--- src/rtl/adcfmt_pkg.sv ---
// Package: shared widths, control-byte field positions and helpers for the
// converter clock control and result formatter. Assumes an 8-bit control
// byte and a raw code wider than one byte but no wider than two.
package adcfmt_pkg;
    parameter int BYTE_W      = 8;
    parameter int CODE_W      = 10;
    parameter int DSEL_W      = 3;
    parameter int SYNC_STAGES = 2;

    localparam int MAX_EXP = 1 << (DSEL_W - 1);   // largest divide is 2**MAX_EXP
    localparam int CNT_W   = MAX_EXP;              // counter reaches 2**MAX_EXP-1
    localparam int PAD_W   = 2 * BYTE_W - CODE_W;

    localparam int DSEL_HI = 7;
    localparam int DSEL_LO = 5;
    localparam int SRC_BIT = 4;
    localparam int MODE_HI = 3;
    localparam int MODE_LO = 2;

    localparam logic [BYTE_W-1:0] CTL_RESET = 8'h04;
    localparam logic [BYTE_W-1:0] CTL_WMASK = 8'hFC;

    typedef enum logic [1:0] {
        FMT_TRUNC  = 2'b00,
        FMT_RIGHT  = 2'b01,
        FMT_LEFT   = 2'b10,
        FMT_SIGNED = 2'b11
    } fmt_mode_e;

    // Terminal count (N-1) for a divider select code.
    function automatic logic [CNT_W-1:0] div_last(input logic [DSEL_W-1:0] sel);
        int n;
        if (sel[DSEL_W-1])
            n = 1 << MAX_EXP;
        else
            n = 1 << sel[DSEL_W-2:0];
        return CNT_W'(n - 1);
    endfunction
endpackage

--- src/rtl/adcclk_ctl_reg.sv ---
// Control byte storage. Holds the divider select, tick source and format
// mode. Assumes writes are whole-byte; unimplemented low bits are masked.
module adcclk_ctl_reg
    import adcfmt_pkg::*;
(
    input  logic              clk,
    input  logic              rst_n,
    input  logic              wr_en,
    input  logic [BYTE_W-1:0] wr_data,
    output logic [BYTE_W-1:0] ctl_q
);
    // Capture a write, keeping only the implemented bits.
    always_ff @(posedge clk) begin
        if (!rst_n)
            ctl_q <= CTL_RESET;
        else if (wr_en)
            ctl_q <= wr_data & CTL_WMASK;
    end

    // implemented bits follow the written value one cycle later
    a_r2_write_lands: assert property (@(posedge clk) disable iff (!rst_n)
        wr_en |=> ctl_q[BYTE_W-1:MODE_LO] == $past(wr_data[BYTE_W-1:MODE_LO]));
    // unimplemented bits never hold a one
    a_r2_low_bits_zero: assert property (@(posedge clk) disable iff (!rst_n)
        wr_en |=> ctl_q[MODE_LO-1:0] == '0);
endmodule

--- src/rtl/adcclk_src_tick.sv ---
// Tick source selection. Synchronises the oscillator clock into the bus
// domain and turns each rising edge into a one-cycle tick, or ticks on
// every cycle when the bus source is chosen. Assumes the oscillator runs
// below half the bus rate so that no edge is missed.
module adcclk_src_tick
    import adcfmt_pkg::*;
(
    input  logic clk,
    input  logic rst_n,
    input  logic osc_clk,
    input  logic use_bus,
    output logic tick
);
    logic [SYNC_STAGES:0] osc_sh;
    logic                 osc_rise;

    // Shift the oscillator level through the synchroniser and edge flop.
    always_ff @(posedge clk) begin
        if (!rst_n)
            osc_sh <= '0;
        else
            osc_sh <= {osc_sh[SYNC_STAGES-1:0], osc_clk};
    end

    // Detect a fresh high level after the synchroniser stages.
    always_comb osc_rise = osc_sh[SYNC_STAGES-1] & ~osc_sh[SYNC_STAGES];

    // Pick the tick source.
    always_comb tick = use_bus ? 1'b1 : osc_rise;

    // bus source ticks on every cycle
    a_r4_bus_every_cycle: assert property (@(posedge clk) disable iff (!rst_n)
        use_bus |-> tick);
    // oscillator ticks are isolated single cycles
    a_r4_osc_single: assert property (@(posedge clk) disable iff (!rst_n)
        (!use_bus && tick) |=> (!tick || $past(use_bus) != use_bus || use_bus));
endmodule

--- src/rtl/adcclk_prescaler.sv ---
// Power-of-two prescaler. Counts input ticks and pulses its enable on the
// tick that reaches the terminal count. A restart forces the count to zero.
// Assumes the terminal count changes only together with a restart.
module adcclk_prescaler
    import adcfmt_pkg::*;
(
    input  logic             clk,
    input  logic             rst_n,
    input  logic             tick,
    input  logic             restart,
    input  logic [CNT_W-1:0] last,
    output logic             en
);
    logic [CNT_W-1:0] cnt;

    // Advance on ticks, wrap at terminal count, clear on restart.
    always_ff @(posedge clk) begin
        if (!rst_n || restart)
            cnt <= '0;
        else if (tick)
            cnt <= (cnt == last) ? '0 : cnt + 1'b1;
    end

    // Pulse on the tick that completes a period.
    always_comb en = tick && (cnt == last);

    // a write leaves the count at zero
    a_r5_restart_zero: assert property (@(posedge clk) disable iff (!rst_n)
        restart |=> cnt == '0);
    // the count never passes the terminal value
    a_r3_cnt_bound: assert property (@(posedge clk) disable iff (!rst_n)
        cnt <= last);
    // an enable always coincides with an input tick
    a_r3_en_needs_tick: assert property (@(posedge clk) disable iff (!rst_n)
        en |-> tick);
endmodule

--- src/rtl/adc_result_fmt.sv ---
// Result formatter. On the done strobe, places the raw code across the
// high and low data bytes according to the mode in force, then holds.
// Assumes the code is wider than a byte and no wider than two.
module adc_result_fmt
    import adcfmt_pkg::*;
(
    input  logic              clk,
    input  logic              rst_n,
    input  logic              done,
    input  fmt_mode_e         mode,
    input  logic [CODE_W-1:0] code,
    output logic [BYTE_W-1:0] data_hi,
    output logic [BYTE_W-1:0] data_lo
);
    logic [2*BYTE_W-1:0] word;

    // Lay out the code for the selected mode.
    always_comb begin
        case (mode)
            FMT_TRUNC:  word = {{BYTE_W{1'b0}}, code[CODE_W-1 -: BYTE_W]};
            FMT_RIGHT:  word = {{PAD_W{1'b0}}, code};
            FMT_LEFT:   word = {code, {PAD_W{1'b0}}};
            default:    word = {~code[CODE_W-1], code[CODE_W-2:0], {PAD_W{1'b0}}};
        endcase
    end

    // Capture the formatted word only on a completed conversion.
    always_ff @(posedge clk) begin
        if (!rst_n) begin
            data_hi <= '0;
            data_lo <= '0;
        end else if (done) begin
            data_hi <= word[2*BYTE_W-1:BYTE_W];
            data_lo <= word[BYTE_W-1:0];
        end
    end

    // bytes hold when no conversion completes
    a_r10_hold: assert property (@(posedge clk) disable iff (!rst_n)
        !done |=> ($stable(data_hi) && $stable(data_lo)));
    // signed mode flips the top code bit into the sign position
    a_r9_sign_flip: assert property (@(posedge clk) disable iff (!rst_n)
        (done && mode == FMT_SIGNED) |=> data_hi[BYTE_W-1] == !$past(code[CODE_W-1]));
    // truncation always clears the high byte
    a_r6_trunc_hi_zero: assert property (@(posedge clk) disable iff (!rst_n)
        (done && mode == FMT_TRUNC) |=> data_hi == '0);
endmodule

--- src/rtl/adc_clkfmt_top.sv ---
// Top of the converter clock control and result formatter. Ties the
// control byte to the tick source, the prescaler and the formatter.
// Assumes a single bus clock; the oscillator is treated as sampled data.
module adc_clkfmt_top
    import adcfmt_pkg::*;
(
    input  logic              clk,
    input  logic              rst_n,
    input  logic              osc_clk,
    input  logic              wr_en,
    input  logic [BYTE_W-1:0] wr_data,
    output logic [BYTE_W-1:0] rd_data,
    input  logic [CODE_W-1:0] raw_code,
    input  logic              conv_done,
    output logic              conv_clk_en,
    output logic [BYTE_W-1:0] data_hi,
    output logic [BYTE_W-1:0] data_lo
);
    logic [BYTE_W-1:0] ctl_q;
    logic              tick;
    logic [CNT_W-1:0]  last;
    fmt_mode_e         mode;

    adcclk_ctl_reg u_reg (
        .clk     (clk),
        .rst_n   (rst_n),
        .wr_en   (wr_en),
        .wr_data (wr_data),
        .ctl_q   (ctl_q)
    );

    // Decode the control fields.
    always_comb begin
        last    = div_last(ctl_q[DSEL_HI:DSEL_LO]);
        mode    = fmt_mode_e'(ctl_q[MODE_HI:MODE_LO]);
        rd_data = ctl_q;
    end

    adcclk_src_tick u_src (
        .clk     (clk),
        .rst_n   (rst_n),
        .osc_clk (osc_clk),
        .use_bus (ctl_q[SRC_BIT]),
        .tick    (tick)
    );

    adcclk_prescaler u_div (
        .clk     (clk),
        .rst_n   (rst_n),
        .tick    (tick),
        .restart (wr_en),
        .last    (last),
        .en      (conv_clk_en)
    );

    adc_result_fmt u_fmt (
        .clk     (clk),
        .rst_n   (rst_n),
        .done    (conv_done),
        .mode    (mode),
        .code    (raw_code),
        .data_hi (data_hi),
        .data_lo (data_lo)
    );

    // reset leaves the documented control value
    a_r1_reset_value: assert property (@(posedge clk)
        !rst_n |=> rd_data == CTL_RESET);
endmodule

--- config.mk ---
export PLATFORM = sky130hd
export DESIGN_NAME = adc_clkfmt_top
export DESIGN_NICKNAME = d
export VERILOG_FILES = /design/src/rtl/adcfmt_pkg.sv /design/src/rtl/adcclk_ctl_reg.sv /design/src/rtl/adcclk_src_tick.sv /design/src/rtl/adcclk_prescaler.sv /design/src/rtl/adc_result_fmt.sv /design/src/rtl/adc_clkfmt_top.sv
export SDC_FILE = /design/constraint.sdc
export NUM_CORES = 1
export LEC_CHECK = 0
export CORE_ASPECT_RATIO = 1.4
export CORE_MARGIN = 1.5
export CORE_UTILIZATION = 48
export DETAILED_ROUTE_END_ITERATION = 12
export MAX_ROUTING_LAYER = met4
export PLACE_DENSITY = 0.93
export SLEW_MARGIN = 10
export SYNTH_ARGS = -nofsm -noshare
export SYNTH_HDL_FRONTEND = slang
export SYNTH_HIERARCHICAL = 1
export SYNTH_SLANG_ARGS = --single-unit
--- constraint.sdc ---
create_clock -name clk -period 4.9 [get_ports clk]
set_input_delay 0.98 -clock clk [delete_from_list [all_inputs] [get_ports clk]]
set_output_delay 0.98 -clock clk [all_outputs]
set_load 0.05 [all_outputs]
==> run_results.csv, run 1 <==
group,metric,value,unit
power,power.static_leakage,0.778,nW
die,initial_core_util,0.498,
hold_path,timing.hold.worst.class,"register to register",
sta,timing_worst_slew_pin_value,0.836,ns
worst_setup_path,cp.arrival,2.57,ns
power,power_density_cells,312,nW/um2
global_routing,pin_count_of_the_biggest_net_entering_global_routing,26,
synth,netlist.top_cell.by_area,"dfxtp_1",
cts,cts.sinks,29,
die,placement_rows,23,
sta,timing.final.setup_violations,0,
die,chipWidth,48.9,um
die,placeableCoreArea,2850,um2
worst_setup_path,critical_path_start_end_classification,"register to output port",
die,dieArea,3290,um2
synth,dominantRegCellSynth,"dfxtp_1",
synth,syn-cell-area,1420,um2
worst_setup_path,crit-reg2reg-capture,"u_div/cnt[0]",
layout,final_layout_size_suffix_gt1_frac,0.119,
worst_setup_path,critPathTopFamily,"simple AND/OR/NAND/NOR gates",
route,dr.first_iter.drc_count,17,
global_routing,global_route.overflow_total,0,
sta,max_freq,0.282,GHz
synth,synthDistinctLibCells,38,
worst_setup_path,ff2ff_setup_slack,3.25,ns
cts,cts-root-to-sink-buffers,2,
sta,fin_setup_tns,0,ns
power,max-vdd-ir-drop,246,uV
layout,finish.utilization,0.677,
layout,num-fill-cells,208,
cts,clk-insertion-delay-late,0.27,ns
global_routing,antenna_found_initial,0,
worst_setup_path,cp_cell_sequence,"or3_1 -> xor2_2 -> nor4_2 -> and2_1 -> clkdlybuf4s50_1",
route,route.final.wire_length,3360,um
global_routing,grt_pass1_wl,5500,um
synth,yosys-mux-area-fraction,0.0989,
synth,synthesis.yosys.warnings,6,
route,drc,0,
worst_setup_path,cp.required,3.92,ns
route,wl_per_cell,15.8,um
synth,synth_enable_flop_cells,0,
hold_path,min_from,"u_src/osc_sh[0]",
sta,timing.final.crit_share,0.725,
layout,signed_area_change_from_the_synthesized_netlist_to_the_final_layout,36.1,%
cts,post_cts.resized_instances,0,
cts,cts_root_buf,"clkbuf_8",
cts,tritoncts,"yes",
layout,antenna_cells_inserted,0,
sta,slew_limit_fails,0,
cts,clock_tree.htree_level_count,2,
worst_setup_path,crit_path_max_fanout,5,
synth,netlist.area_leader.share,0.410,
die,floorplan.io_pins,48,
placement,detailedPlacementHpwl,2440,um
synth,ys_ff_latch,29,
layout,area_of_combinational_cells_with_multiple_inputs,767,um2
layout,nets,199,
worst_setup_path,critical_path.startpoint_type,"register",
synth,yosys.area_share.xor_xnor,0.0530,
die,vert_die_dim,67.3,um
synth,post_synth_fa_ha_maj_area_fraction,0.00883,
global_routing,grt_usage,0.224,
sta,period_needed,3.55,ns
synth,post_synth_most_frequent_cells,"dfxtp_1, mux2i_1",
hold_path,holdPathEnd,"u_src/osc_sh[1]",
synth,synth-compound-area-share,0.162,
sta,skew,0.00234,ns
route,route.vias.total,1125,
worst_setup_path,depth_of_the_most_critical_reg_to_reg_path,4,
status,outcome,"complete, no violations",
cts,post_cts_hold_buffer_count,0,
synth,async_reset_ff_frac,0,
run,cap_violations,0,
worst_setup_path,cp-end-kind,"output port",
sta,setup_repair_after_global_routing_missed_its_margin,"no",
sta,timing.final.hold_violations,0,
placement,io_buffers,43,
global_routing,number_of_global_route_vias_before_repair,1193,
cts,cts_setup_buffers,0,
placement,placedCellCount,205,
synth,ys_top_cells_by_area,"dfxtp_1, mux2i_1, o2bb2ai_1",
placement,gp_congestion,0.814,
hold_path,timing.hold.worst_path_depth,1,
synth,synth.yosys.seq_area_share,0.410,
sta,worst_hold_slack,0.436,ns
layout,layout.area.seq,581,um2
synth,post_synth_and_or_nand_nor_area_fraction,0.213,
synth,avgSynthCellArea,10.7,um2
synth,synth.most_common_cell,"dfxtp_1",
route,antenna_violating_nets_post_route,0,
synth,main_combinational_cell_family_by_area_after_synthesis,"simple AND/OR/NAND/NOR gates",
cts,cts_made_buffers,5,
layout,instances_no_fill,213,
worst_setup_path,critical_path.reg2reg.startpoint,"u_reg/ctl_q[5]",
worst_setup_path,timing.critical_path.buf_inv,1,
synth,synth_cells,133,
sta,max-slew-margin-rel,0.441,
worst_setup_path,crit_path_top_delay_cell,"clkdlybuf4s50_1",
worst_setup_path,delay_of_the_slowest_cell_on_the_worst_path,0.79,ns
route,post_drt_via_cell_ratio,5.28,
route,drt_pass1_iterations,6,
cts,clkTransAtPathRegs,0.06,ns
state kept, by name (all words and copies together) (netlist names):
| signal | cells |
|---|---|
| u_div/cnt | 4 |
| u_fmt/data_hi | 8 |
| u_src/osc_sh | 3 |
| u_reg/ctl_q | 6 |
| u_fmt/data_lo | 8 |
metal layers:
layer	wire length, um	part of all wire	GRT usage	vias to the layer above
met2	1750	0.52	0.406	40
met1	1360	0.41	0.227	516
met4	89	0.026	0.100	0
met3	152	0.045	0.0597	10
li1	-	-	-	559
met5	0	0	-	-
report_power, final:
part | switching [mW] | total (mW) | internal, mW
Combinational | 0.0759 | 0.129 | 0.0531
Sequential | 0.0120 | 0.259 | 0.247
Clock | 0.0873 | 0.214 | 0.127
Total | 0.175 | 0.602 | 0.427
per-stage QoR:
step	power (mW)	instance area, um2	worst slack [ns]
global placement	0.387	1830	1.74
floorplan	0.347	1420	2.03
CTS	0.606	1930	1.35
global route	0.627	1930	1.25
finish	0.602	1930	1.35
detailed placement	0.392	1830	1.65
worst max-delay path by stage:
stage,startpoint,end,slack [ns],cells after the start
6_report,u_reg/ctl_q[5],conv_clk_en,1.35,5
5_1_grt,u_reg/ctl_q[5],conv_clk_en,1.25,5
4_1_cts,u_reg/ctl_q[5],conv_clk_en,1.35,5
3_5_place_dp,u_reg/ctl_q[5],conv_clk_en,1.65,5
3_3_place_gp,u_reg/ctl_q[5],conv_clk_en,1.74,5
2_1_floorplan,u_reg/ctl_q[5],conv_clk_en,2.03,4
final cells by class:
cell class / count / share of cell area
Clock buffer: 7 / 0.0499
Clock inverter: 1 / 0.00259
Inverter: 1 / 0.00195
Multi-Input combinational cell: 95 / 0.398
Sequential cell: 29 / 0.301
Tap cell: 37 / 0.0240
Timing Repair Buffer: 43 / 0.223
cells in the final DEF, fill, tap and decap left out, drive strengths merged, types with 2 or more instances in the layout:
master         instances
a21o                   2
clkdlybuf4s50         43
o2bb2ai                6
or2b                   3
xor2                   5
nand2                  3
nand4                  3
nand3                  6
o21ai                  3
o41ai                  4
a21oi                  2
mux2i                 14
o211ai                 2
nand3b                 6
dfxtp                 29
a31oi                  3
nand2b                 6
conb                   2
and2                   5
a21boi                 5
nor2b                  7
clkbuf                 7
cell families (layout without fill, tap and decap cells):
logic type,after synthesis,after routing
mux,14,14
xor+xnor,6,6
fa+ha+maj,1,1
other cells,1,2
compound gates,28,28
buf+inv,10,52
flops,29,29
simple gates,44,44
Power figures use the tool's default switching activity.
==> run 2: changes to the inputs <==
- CORE_UTILIZATION: 48 -> 40
- PLACE_DENSITY: 0.93 -> 0.84
- clock period: 4.9 -> 3.1 ns (I/O delays scaled with it)
==> run 2 against run 1 <==
Net effect:
- die area grew 19%
- core utilization decreased by 11 points
- design area is 0.32% lower
- critical endpoint unchanged
==> run_results.csv, run 2 (synthesis results as in run 1) <==
group,metric,value,unit
cts,tritoncts,"yes",
route,post_drt_via_cell_ratio,5.36,
power,max-vdd-ir-drop,308,uV
layout,num-fill-cells,318,
worst_setup_path,critical_path.startpoint_type,"register",
sta,fin_setup_tns,0,ns
power,power_density_cells,476,nW/um2
sta,skew,0.00801,ns
cts,clkTransAtPathRegs,0.06,ns
die,vert_die_dim,73.4,um
sta,slew_limit_fails,0,
global_routing,number_of_global_route_vias_before_repair,1131,
worst_setup_path,crit_path_max_fanout,6,
route,wl_per_cell,14.9,um
power,post-layout-total-power,0.915,mW
sta,setup_repair_after_global_routing_missed_its_margin,"no",
global_routing,antenna_found_initial,0,
sta,timing.final.crit_share,0.817,
worst_setup_path,critical_path_start_end_classification,"register to output port",
layout,final_layout_size_suffix_gt1_frac,0.130,
layout,signed_area_change_from_the_synthesized_netlist_to_the_final_layout,35.7,%
layout,finish.utilization,0.569,
sta,max-slew-margin-rel,0.403,
worst_setup_path,cp.required,2.48,ns
route,antenna_violating_nets_post_route,0,
layout,nets,200,
cts,post_cts_hold_buffer_count,0,
global_routing,global_route.overflow_total,0,
layout,postLayoutCellArea,1920,um2
cts,clock_tree.htree_level_count,2,
route,drt_pass1_iterations,4,
sta,worst_hold_slack,0.450,ns
cts,cts-root-to-sink-buffers,2,
die,placeableCoreArea,3380,um2
placement,detailedPlacementHpwl,2330,um
sta,period_needed,2.53,ns
global_routing,grt_pass1_wl,5090,um
placement,area_post_placement,1840,um2
global_routing,grt_usage,0.186,
placement,io_buffers,43,
worst_setup_path,cp-end-kind,"output port",
worst_setup_path,cp.arrival,1.91,ns
sta,timing_worst_slew_pin_value,0.892,ns
die,initial_core_util,0.420,
run,cap_violations,0,
layout,most_frequent_cells_in_the_layout,"clkdlybuf4s50_1, dfxtp_1, mux2i_1",
global_routing,pin_count_of_the_biggest_net_entering_global_routing,26,
cts,cts.sinks,29,
hold_path,timing.hold.worst.class,"register to register",
layout,reg.largest.list,"u_fmt/data_hi: 8 flops, u_fmt/data_lo: 8 flops, u_reg/ctl_q: 6 flops",
die,placement_rows,25,
worst_setup_path,ff2ff_setup_slack,1.53,ns
sta,timing.final.hold_violations,0,
die,dieArea,3920,um2
cts,cts_made_buffers,5,
sta,max_freq,0.395,GHz
power,power.static_leakage,0.774,nW
die,chipWidth,53.3,um
layout,antenna_cells_inserted,0,
cts,cts_root_buf,"clkbuf_8",
placement,gp_congestion,0.770,
layout,most_frequent_standard_cell_in_the_layout_excluding_fill_and_tap_cells,"clkdlybuf4s50_1",
route,drc,0,
route,route.final.wire_length,3240,um
die,floorplan.io_pins,48,
cts,cts_setup_buffers,0,
cts,clk-insertion-delay-late,0.29,ns
cts,post_cts.resized_instances,0,
sta,timing.final.setup_violations,0,
route,route.vias.total,1163,
status,outcome,"complete, no violations",
route,dr.first_iter.drc_count,24,
==> run 2: cell count changes in the layout (fill, tap and decap cells not counted), sizes merged <==
cell,delta
buf,+2
clkinv,+1
clkbuf,-2
clkdlybuf4s50,-1
clkinvlp,+1
==> run 2: metal layers <==
layer  vias to the layer above  part of all wire  global-route usage
met2                        47              0.52               0.316
met1                       550              0.39               0.187
met3                         8             0.068              0.0589
met4                         0             0.016              0.0940
li1                        558                 -                   -
met5                         -                 0                   -
==> run 2: critical path, stage by stage, from the launching register on <==
cell,delay [ns]
dfxtp_1,0.38
or3_1,0.37
xor2_2,0.20
nor4_2,0.32
and2_1,0.17
buf_4,0.19
==> run 2: power breakdown <==
part           switching, mW  leakage [nW]  internal (mW)
Combinational          0.122         0.492         0.0845
Clock                  0.149        0.0439          0.154
Sequential            0.0146         0.238          0.391
==> run 2: cell type report <==
class	instances	area, um2	share of cell area
multi-input cells	95	767	0.399
clock inverters	3	17.5	0.00911
inverters	1	3.75	0.00195
clock buffers	5	68.8	0.0358
repair buffers	44	435	0.226
well taps	40	50.0	0.0260
flip-flops and latches	29	581	0.302
==> run 2: worst paths after layout <==
| kind | startpoint | to | cells past startpoint |
|---|---|---|---|
| max reg2reg | u_reg/ctl_q[7] | u_div/cnt[2] | 4 |
| max | u_reg/ctl_q[7] | conv_clk_en | 5 |
| min | u_src/osc_sh[0] | u_src/osc_sh[1] | 1 |
| min reg2reg | u_src/osc_sh[0] | u_src/osc_sh[1] | 1 |
==> run 2: per-stage QoR <==
stage	setup slack [ns]	cells
global placement	0.868	209
detailed placement	0.766	209
global route	0.470	217
floorplan	0.588	134
finish	0.566	217
CTS	0.541	217
